--- src/rtl/offtime_pwm_pkg.sv ---
package offtime_pwm_pkg;

  typedef enum logic [1:0] {
    DECAY_SLOW   = 2'd0,
    DECAY_MIX_LO = 2'd1,
    DECAY_MIX_HI = 2'd2,
    DECAY_FAST   = 2'd3
  } decay_sel_e;

  // number of leading fast-decay clocks in an off period, rounded down
  function automatic int fast_clks(input decay_sel_e sel, input int off_clks);
    case (sel)
      DECAY_SLOW:   return 0;
      DECAY_MIX_LO: return (off_clks * 15) / 100;
      DECAY_MIX_HI: return (off_clks * 48) / 100;
      default:      return off_clks;
    endcase
  endfunction

endpackage

--- src/rtl/offtime_seq.sv ---
module offtime_seq
  import offtime_pwm_pkg::*;
#(
  parameter int OFF_CLKS = 96
) (
  input  logic       clk,
  input  logic       rst,
  input  logic       start_i,
  input  decay_sel_e sel_i,
  output logic       active_o,
  output logic       done_o,
  output logic       fast_o
);
  localparam int CNT_W = $clog2(OFF_CLKS);
  localparam logic [CNT_W-1:0] LAST = CNT_W'(OFF_CLKS - 1);

  logic [CNT_W-1:0] cnt_q;
  decay_sel_e       sel_q;

  assign done_o = active_o && (cnt_q == LAST);

  always_ff @(posedge clk) begin
    if (rst) begin
      active_o <= 1'b0;
      cnt_q    <= '0;
      sel_q    <= DECAY_SLOW;
      fast_o   <= 1'b0;
    end else if (start_i) begin
      active_o <= 1'b1;
      cnt_q    <= '0;
      sel_q    <= sel_i;
      fast_o   <= (fast_clks(sel_i, OFF_CLKS) > 0);
    end else if (active_o) begin
      if (done_o) begin
        active_o <= 1'b0;
        cnt_q    <= '0;
        fast_o   <= 1'b0;
      end else begin
        cnt_q  <= cnt_q + 1'b1;
        fast_o <= (int'(cnt_q) + 1 < fast_clks(sel_q, OFF_CLKS));
      end
    end
  end
endmodule

--- src/rtl/blank_timer.sv ---
module blank_timer #(
  parameter int BLANK_SHORT = 6,
  parameter int BLANK_LONG  = 12
) (
  input  logic clk,
  input  logic rst,
  input  logic load_i,
  input  logic long_i,
  output logic busy_o
);
  localparam int BW = $clog2(BLANK_LONG + 1);

  logic [BW-1:0] cnt_q;

  assign busy_o = (cnt_q != '0);

  always_ff @(posedge clk) begin
    if (rst)
      cnt_q <= '0;
    else if (load_i)
      cnt_q <= long_i ? BW'(BLANK_LONG) : BW'(BLANK_SHORT);
    else if (busy_o)
      cnt_q <= cnt_q - 1'b1;
  end
endmodule

--- src/rtl/sync_rect_ctl.sv ---
module sync_rect_ctl (
  input  logic clk,
  input  logic rst,
  input  logic start_i,
  input  logic active_i,
  input  logic done_i,
  input  logic sr_en_i,
  input  logic zero_i,
  output logic sr_o
);
  logic cut_q;
  logic cut_n;

  assign cut_n = cut_q | zero_i;

  always_ff @(posedge clk) begin
    if (rst) begin
      cut_q <= 1'b0;
      sr_o  <= 1'b0;
    end else if (start_i) begin
      cut_q <= 1'b0;
      sr_o  <= sr_en_i;
    end else if (active_i && !done_i) begin
      cut_q <= cut_n;
      sr_o  <= sr_en_i & ~cut_n;
    end else begin
      cut_q <= 1'b0;
      sr_o  <= 1'b0;
    end
  end
endmodule

--- src/rtl/offtime_pwm_ctrl.sv ---
module offtime_pwm_ctrl
  import offtime_pwm_pkg::*;
#(
  parameter int OFF_CLKS    = 96,
  parameter int BLANK_SHORT = 6,
  parameter int BLANK_LONG  = 12
) (
  input  logic       clk,
  input  logic       rst,
  input  logic       trip_i,
  input  logic       zero_i,
  input  logic [1:0] decay_sel_i,
  input  logic       blank_long_i,
  input  logic       sr_en_i,
  input  logic       enable_i,
  input  logic       dir_i,
  output logic       src_en_o,
  output logic       fast_decay_o,
  output logic       sync_rect_o
);
  logic off_active;
  logic off_done;
  logic blank_busy;
  logic en_q;
  logic dir_q;
  logic restart;
  logic trip_ok;

  always_ff @(posedge clk) begin
    // during reset, track the inputs so that reset release is not seen as an edge
    en_q  <= enable_i;
    dir_q <= dir_i;
  end

  assign restart = !off_active && ((enable_i && !en_q) || (dir_i != dir_q));
  assign trip_ok = trip_i && !off_active && !blank_busy && !restart;

  offtime_seq #(.OFF_CLKS(OFF_CLKS)) u_seq (
    .clk      (clk),
    .rst      (rst),
    .start_i  (trip_ok),
    .sel_i    (decay_sel_e'(decay_sel_i)),
    .active_o (off_active),
    .done_o   (off_done),
    .fast_o   (fast_decay_o)
  );

  blank_timer #(.BLANK_SHORT(BLANK_SHORT), .BLANK_LONG(BLANK_LONG)) u_blank (
    .clk    (clk),
    .rst    (rst),
    .load_i (off_done || restart),
    .long_i (blank_long_i),
    .busy_o (blank_busy)
  );

  sync_rect_ctl u_sr (
    .clk      (clk),
    .rst      (rst),
    .start_i  (trip_ok),
    .active_i (off_active),
    .done_i   (off_done),
    .sr_en_i  (sr_en_i),
    .zero_i   (zero_i),
    .sr_o     (sync_rect_o)
  );

  assign src_en_o = !off_active;
endmodule

--- config.mk ---
export PLATFORM = sky130hd
export DESIGN_NAME = offtime_pwm_ctrl
export DESIGN_NICKNAME = d
export VERILOG_FILES = /design/src/rtl/offtime_pwm_pkg.sv /design/src/rtl/offtime_seq.sv /design/src/rtl/blank_timer.sv /design/src/rtl/sync_rect_ctl.sv /design/src/rtl/offtime_pwm_ctrl.sv
export SDC_FILE = /design/constraint.sdc
export NUM_CORES = 1
export LEC_CHECK = 0
export BUFFER_PORTS_ARGS = -buffer_cell sky130_fd_sc_hd__clkbuf_2
export CORE_MARGIN = 4
export CORE_UTILIZATION = 59
export DETAILED_ROUTE_END_ITERATION = 6
export PLACE_DENSITY = 0.93
export SYNTH_ARGS = -nofsm -noshare
export SYNTH_HDL_FRONTEND = slang
export SYNTH_SLANG_ARGS = --single-unit
--- constraint.sdc ---
create_clock -name clk -period 2.85 [get_ports clk]
set_clock_uncertainty 0.1 [all_clocks]
set_input_delay 0.57 -clock clk [delete_from_list [all_inputs] [get_ports clk]]
set_output_delay 0.57 -clock clk [all_outputs]
set_load 0.02 [all_outputs]
==> results by group, run 1 <==
Outcome
  • Status: complete, no violations

Critical path
  • Worst EP required: 2970 ps
  • Crit start category: register
  • Crit path max-delay family: compound AO/OA/AOI/OAI gates
  • Worst Reg-to-Reg Cells: 8
  • R2r setup slk: 660 ps
  • CP peak stage delay: 440 ps
  • Sum of buffers and inverters on the critical path: 0
  • Crit path DAT: 2310 ps
  • Setup crit end kind: register
  • Critical-path maximum fanout: 8
  • Cell Chain, Critical Path: ha_1 -> xor2_1 -> ha_1 -> o21ai_0 -> o21ai_0 -> o221ai_1 -> a31oi_1 -> a211oi_1
  • R2R Path End: u_seq.fast_o
  • Critical path class: register to register
  • Worst reg2reg startpoint: u_seq.cnt_q[0]
  • CP max stage cell: dfxtp_1

Timing
  • Final WS setup: 657 ps
  • Worst slew pin tran: 467 ps
  • Final period util: 76.9%
  • Slew headroom: 68.8%
  • Smallest hold slack: 279 ps
  • Final Max Slew Viols: 0
  • Hold Vio Cnt, Final: 0
  • Setup TNS: 0 ps
  • RSZ-0062 raised after global routing: no
  • Maximum clock frequency: 0.456 GHz
  • Final-report setup violation count: 0
  • Tmin final: 2190 ps

Yosys
  • Cell Area, Synth: 1030 um^2
  • Post-synth top flop: dfxtp_1
  • Post-synth EDFFs: 0
  • Post-synthesis simple-gate area fraction: 20.8%
  • Unique masters post-synth: 32
  • Yosys reg bits: 19
  • Synth warnings: 0
  • Avg Cell Area, Syn: 8.63 um^2
  • Multiplexer area fraction after synthesis: 2.92%
  • Gate count after technology mapping: 119
  • Adder-Cell Fraction of Synth Area: 11.0%
  • Post-synthesis net count: 138
  • Compound-Gate Fraction of Synth Area: 14.3%
  • Largest family of logic cells by synthesized area: simple AND/OR/NAND/NOR gates
  • Post-synthesis sequential area ratio: 37.0%
  • Synth Area in XOR/XNOR: 7.67%
  • Async SR Flop Fraction: 0%

Power and ir drop
  • Pwr dens: 503 nW/um^2
  • Max IR drop VDD: 0.401 mV
  • Leak: 0.458 nW

Route
  • DRC Markers: 0
  • TritonRoute pass-1 iters: 4
  • WL/cell: 14.5 um
  • Detailed Route Iter0 Violations: 46
  • Routed WL: 2.10 mm
  • Routed via count: 887
  • Vias per cell: 6.12
  • Routed Antenna Nets: 0

CTS
  • Post-CTS Resized: 0
  • CTS tree: done
  • Clock sink count: 19
  • Number of CTS-inserted buffers: 3
  • Worst-path clk slew: 110 ps
  • Hold_buf cts: 0
  • Deepest clock path buffer count: 2
  • Root Driver: clkbuf_4
  • Post-CTS Setup Bufs: 0
  • Clk_lat worst skew: 300 ps
  • CTS HTree Levels: 1

GRT
  • Initial antenna violation count: 0
  • Pin count of the biggest net entering global routing: 12
  • Layer with the highest usage: met2
  • Met3 Usage GRT: 2.71%
  • GR met2 Demand/Resource: 29.7%
  • Vias in the first global route: 813
  • Wire length of the first global-routing pass: 3.60 mm
  • Gr ovfl total: 0
  • M1 GR Usage: 24.5%
  • GR Util All Layers: 18.6%

Layout
  • Register area: 380 um^2
  • Area of the multi-input gates: 582 um^2
  • Share of layout cells above drive strength 1: 13.2%
  • Area growth from synthesis to layout: 7.06%
  • Largest register FFs: 7
  • Fill cells: 134
  • Diodes inserted: 0
  • Top Registers: u_seq.cnt_q (7), u_blank.cnt_q (4), u_seq.sel_q (2)
  • Most flops, register: u_seq.cnt_q
  • Total Nets Final: 149

Worst hold path
  • Hold Path Class: primary input to register
  • Hold path depth: 1
  • Hold Crit Start: enable_i
  • Hold Path Sink: en_q

Flow run
  • Max-Cap Viols: 0

Floorplan
  • I/O Pins: 13
  • Die area: 2470 um^2
  • Starting Density: 65.2%
  • Chip height: 49.7 um
  • FP Rows: 14
  • Core area: 1580 um^2
  • Die width: 49.7 um

Place
  • Port buffer count: 12
  • Final HPWL DP: 1.59 mm
  • GPL Wtd Cong: 0.824
  • DP Worst Slack: 719 ps
## how the worst max path moves through the flow
stage | slack, ps | cells after the start | startpoint | end
2_1_floorplan | 850 | 6 | dir_i | u_seq.fast_o
3_3_place_gp | 800 | 6 | dir_i | u_seq.fast_o
3_5_place_dp | 720 | 8 | u_seq.cnt_q[0] | u_seq.fast_o
4_1_cts | 690 | 8 | u_seq.cnt_q[0] | u_seq.fast_o
5_1_grt | 500 | 8 | u_seq.cnt_q[0] | u_seq.fast_o
6_report | 660 | 8 | u_seq.cnt_q[0] | u_seq.fast_o
## area by class of cell
cell class	count	share of cell area, %
Sequential cell	19	34.6
Tap cell	16	1.82
Inverter	8	2.73
Multi-Input combinational cell	86	52.9
Clock buffer	3	2.05
Timing Repair Buffer	12	5.46
Clock inverter	1	0.455
## synthesized netlist by cell type (2+ instances only)
library cell,number,area [um^2]
a31oi_1,3,18.8
inv_1,8,30.0
nor2_1,18,67.6
mux2i_1,3,30.0
nor3_1,5,25.0
dfxtp_1,19,380
nor3b_1,2,15.0
o21ai_0,6,30.0
ha_1,9,113
nand4_1,2,12.5
nand2_1,2,7.51
a211oi_1,3,22.5
a22oi_1,3,22.5
nand3_1,5,25.0
xnor2_1,5,43.8
a21oi_1,4,20.0
xor2_1,4,35.0
nand2b_1,2,12.5
buf_2,3,15.0
## per-layer routing
metal  wire length [um]  up-vias
met4                 29        0
li1                   -      434
met3                154        5
met5                  0        -
met1                963      398
met2                950       50
## cells in the final DEF, fill, tap and decap left out, drive strengths merged, types with 4 or more instances in the layout
| master | n |
|---|---|
| clkbuf | 15 |
| dfxtp | 19 |
| xor2 | 4 |
| xnor2 | 5 |
| ha | 9 |
| nor3 | 5 |
| o21ai | 6 |
| nor2 | 18 |
| nand3 | 5 |
| inv | 8 |
| a21oi | 4 |
## report_power, final
group	total, W	switching, W	internal [W]
clock network	0.000139	0.0000865	0.0000523
registers	0.000298	0.0000153	0.000282
logic	0.000116	0.0000643	0.0000522
## logic make-up after synthesis
| family | after synthesis |
|---|---|
| muxes | 3 |
| xor gates and xnor gates | 9 |
| adders and majority gates | 9 |
| buffers and inverters | 14 |
| DFF | 19 |
| AOI/OAI and AO/OA | 23 |
| and+or+nand+nor | 42 |
## per-stage QoR
step           instances  utilization (%)  instance area, um^2  power (W)
2_1_floorplan        119                -                 1030   0.000390
3_3_place_gp         141             68.0                 1070   0.000410
3_5_place_dp         141             68.0                 1070   0.000418
4_1_cts              145             69.8                 1100   0.000553
5_1_grt              145             69.8                 1100   0.000587
6_report             145             69.8                 1100   0.000553
No activity file was read; power rests on OpenSTA's default activity.
==> run 2, diff against run 1 <==
- CORE_UTILIZATION: 59 -> 55
- PLACE_DENSITY: 0.93 -> 0.88
- clock period: 2.85 -> 2.1 ns (I/O delays scaled with it)
==> run 2 against run 1 <==
Net effect:
- design area is 4.9% higher
- non-clock buffer count is 2 higher
- worst hold slack worse by 150 ps
- core utilization is 3.7 points lower
- sequential power is 36% higher
- combinational power is 34% higher
- total power is 34% higher
- cell count is 7.6% higher
- via count is 1.7% lower
- fmax is 14% higher
- largest power group unchanged
==> results by group, run 2 (synthesis results as in run 1) <==
Timing
  • Slew headroom: 68.2% (-0.58 points)
  • Setup TNS: 0 ps (unchanged)
  • Tmin final: 1920 ps (-268 ps)
  • Worst slew pin tran: 476 ps (+8.61 ps)
  • Final period util: 91.7% (+15 points)
  • Final WS setup: 175 ps (-482 ps)
  • Hold Vio Cnt, Final: 0 (unchanged)
  • Final-report setup violation count: 0 (unchanged)
  • RSZ-0062 raised after global routing: no
  • Maximum clock frequency: 0.520 GHz (+14%)
  • Final Max Slew Viols: 0 (unchanged)

Place
  • Port buffer count: 12 (unchanged)
  • GPL Wtd Cong: 0.891 (+8.0%)
  • DP Worst Slack: 38.8 ps (-680 ps)
  • Final HPWL DP: 1.63 mm (+2.0%)

Power and ir drop
  • Leak: 0.474 nW (+3.5%)
  • Pwr dens: 642 nW/um^2 (+28%)
  • Max IR drop VDD: 0.616 mV (+54%)

CTS
  • Worst-path clk slew: 100 ps (about the same)
  • Post-CTS Resized: 0 (unchanged)
  • CTS tree: done
  • Deepest clock path buffer count: 2 (unchanged)
  • Post-CTS Setup Bufs: 0 (unchanged)
  • Root Driver: clkbuf_4
  • Clk_lat worst skew: 290 ps (about the same)
  • Clock sink count: 19 (unchanged)
  • CTS HTree Levels: 1 (unchanged)
  • Number of CTS-inserted buffers: 3 (unchanged)
  • Hold_buf cts: 0 (unchanged)

Floorplan
  • FP Rows: 15 (+1)
  • Starting Density: 58.9% (-6.3 points)
  • Core area: 1750 um^2 (+11%)
  • Die area: 2620 um^2 (+6.1%)
  • Die width: 51.2 um (+3.0%)
  • I/O Pins: 13 (unchanged)
  • Chip height: 51.2 um (+3.0%)

GRT
  • Wire length of the first global-routing pass: 3.71 mm (+3.1%)
  • Gr ovfl total: 0 (unchanged)
  • GR Util All Layers: 18.9% (+0.39 points)
  • Pin count of the biggest net entering global routing: 11 (-1)
  • Initial antenna violation count: 0 (unchanged)
  • Vias in the first global route: 846 (+4.1%)

Route
  • Routed via count: 872 (-1.7%)
  • Detailed Route Iter0 Violations: 28 (-39%)
  • Routed WL: 2.11 mm (+0.43%)
  • Vias per cell: 5.59 (-8.6%)
  • DRC Markers: 0 (unchanged)
  • TritonRoute pass-1 iters: 4 (unchanged)
  • Routed Antenna Nets: 0 (unchanged)
  • WL/cell: 13.5 um (-6.7%)

Layout
  • Diodes inserted: 0 (unchanged)
  • Commonest non-fill, non-tap cells in the layout: nor2_1 (18), dfxtp_1 (15), clkbuf_2 (12), inv_1 (8), ha_1 (8)
  • Most flops, register: u_seq.cnt_q
  • Top Registers: u_seq.cnt_q (7), u_blank.cnt_q (4), u_seq.sel_q (2)
  • Largest register FFs: 7 (unchanged)
  • Leading cell type in the layout, fill and taps excluded: nor2_1
  • Share of layout cells above drive strength 1: 19.1% (+5.9 points)
  • Total Nets Final: 151 (+1.3%)
  • Area growth from synthesis to layout: 12.3%

Critical path
  • R2r setup slk: 180 ps (-480 ps)
  • Critical-path maximum fanout: 8 (unchanged)
  • Crit path DAT: 2010 ps (-300 ps)
  • Setup crit end kind: register
  • Worst EP required: 2190 ps (-780 ps)
  • Crit start category: register
  • Critical path class: register to register

Worst hold path
  • Hold Path Class: primary input to register

Flow run
  • Max-Cap Viols: 0 (unchanged)

Outcome
  • Status: complete, no violations
==> run 2: cell count changes in the layout (fill, tap and decap cells not counted) <==
cell and change:
clkinv_2 -1, dfxtp_4 +1, dfxtp_2 +3, and3_2 +1
xnor2_1 -1, clkbuf_1 +1, ha_4 +1, buf_4 +2
dfxtp_1 -4, ha_1 -1, and3_1 -1, xnor2_2 +1
==> run 2: final timing paths <==
check | startpoint | endpoint | cells past startpoint
setup reg to reg | u_blank.cnt_q[0] | u_seq.fast_o | 7
setup / recovery | u_blank.cnt_q[0] | u_seq.fast_o | 7
hold reg to reg | u_sr.cut_q | u_sr.cut_q | 2
hold / removal | enable_i | en_q | 1
==> run 2: layer usage <==
metal | share of wire (%) | global-route usage (%) | vias to the layer above
li1 | - | - | 440
met1 | 45 | 23.2 | 403
met2 | 48 | 31.5 | 23
met3 | 3.6 | 2.04 | 6
met4 | 2.9 | 11.8 | 0
met5 | 0 | 0 | -
==> run 2: final cells by class <==
| type | instances | area, um^2 |
|---|---|---|
| inverter | 8 | 30.0 |
| fill | 144 | 592 |
| timing repair buffer | 14 | 75.1 |
| sequential | 19 | 388 |
| multi-input combinational | 86 | 603 |
| clock buffer | 4 | 26.3 |
| tap | 25 | 31.3 |
==> run 2: critical path, cell delays in order (launching register included) <==
cell and delay, ps:
dfxtp_1 330, inv_1 110, ha_1 210, nand4bb_1 110, or4_4 490, o31a_1 260, a31oi_1 140, a211oi_1 70
==> run 2: where the power goes <==
part	total, W	switching [W]	internal, W	leakage [nW]
logic	0.000156	0.0000845	0.0000717	0.302
clock network	0.000181	0.000107	0.0000740	0.0150
registers	0.000404	0.0000213	0.000382	0.158
==> run 2: through the flow <==
stage | instance area (um^2) | instances | hold slack, ps | total power [W] | util (%)
after global routing | 1150 | 156 | 126 | 0.000797 | 66.1
after floorplan | 1030 | 119 | 348 | 0.000530 | -
after detailed placement | 1100 | 152 | 403 | 0.000567 | 62.9
after CTS | 1120 | 156 | 130 | 0.000746 | 64.4
final | 1150 | 156 | 132 | 0.000741 | 66.1
after global placement | 1100 | 152 | 394 | 0.000555 | 62.9
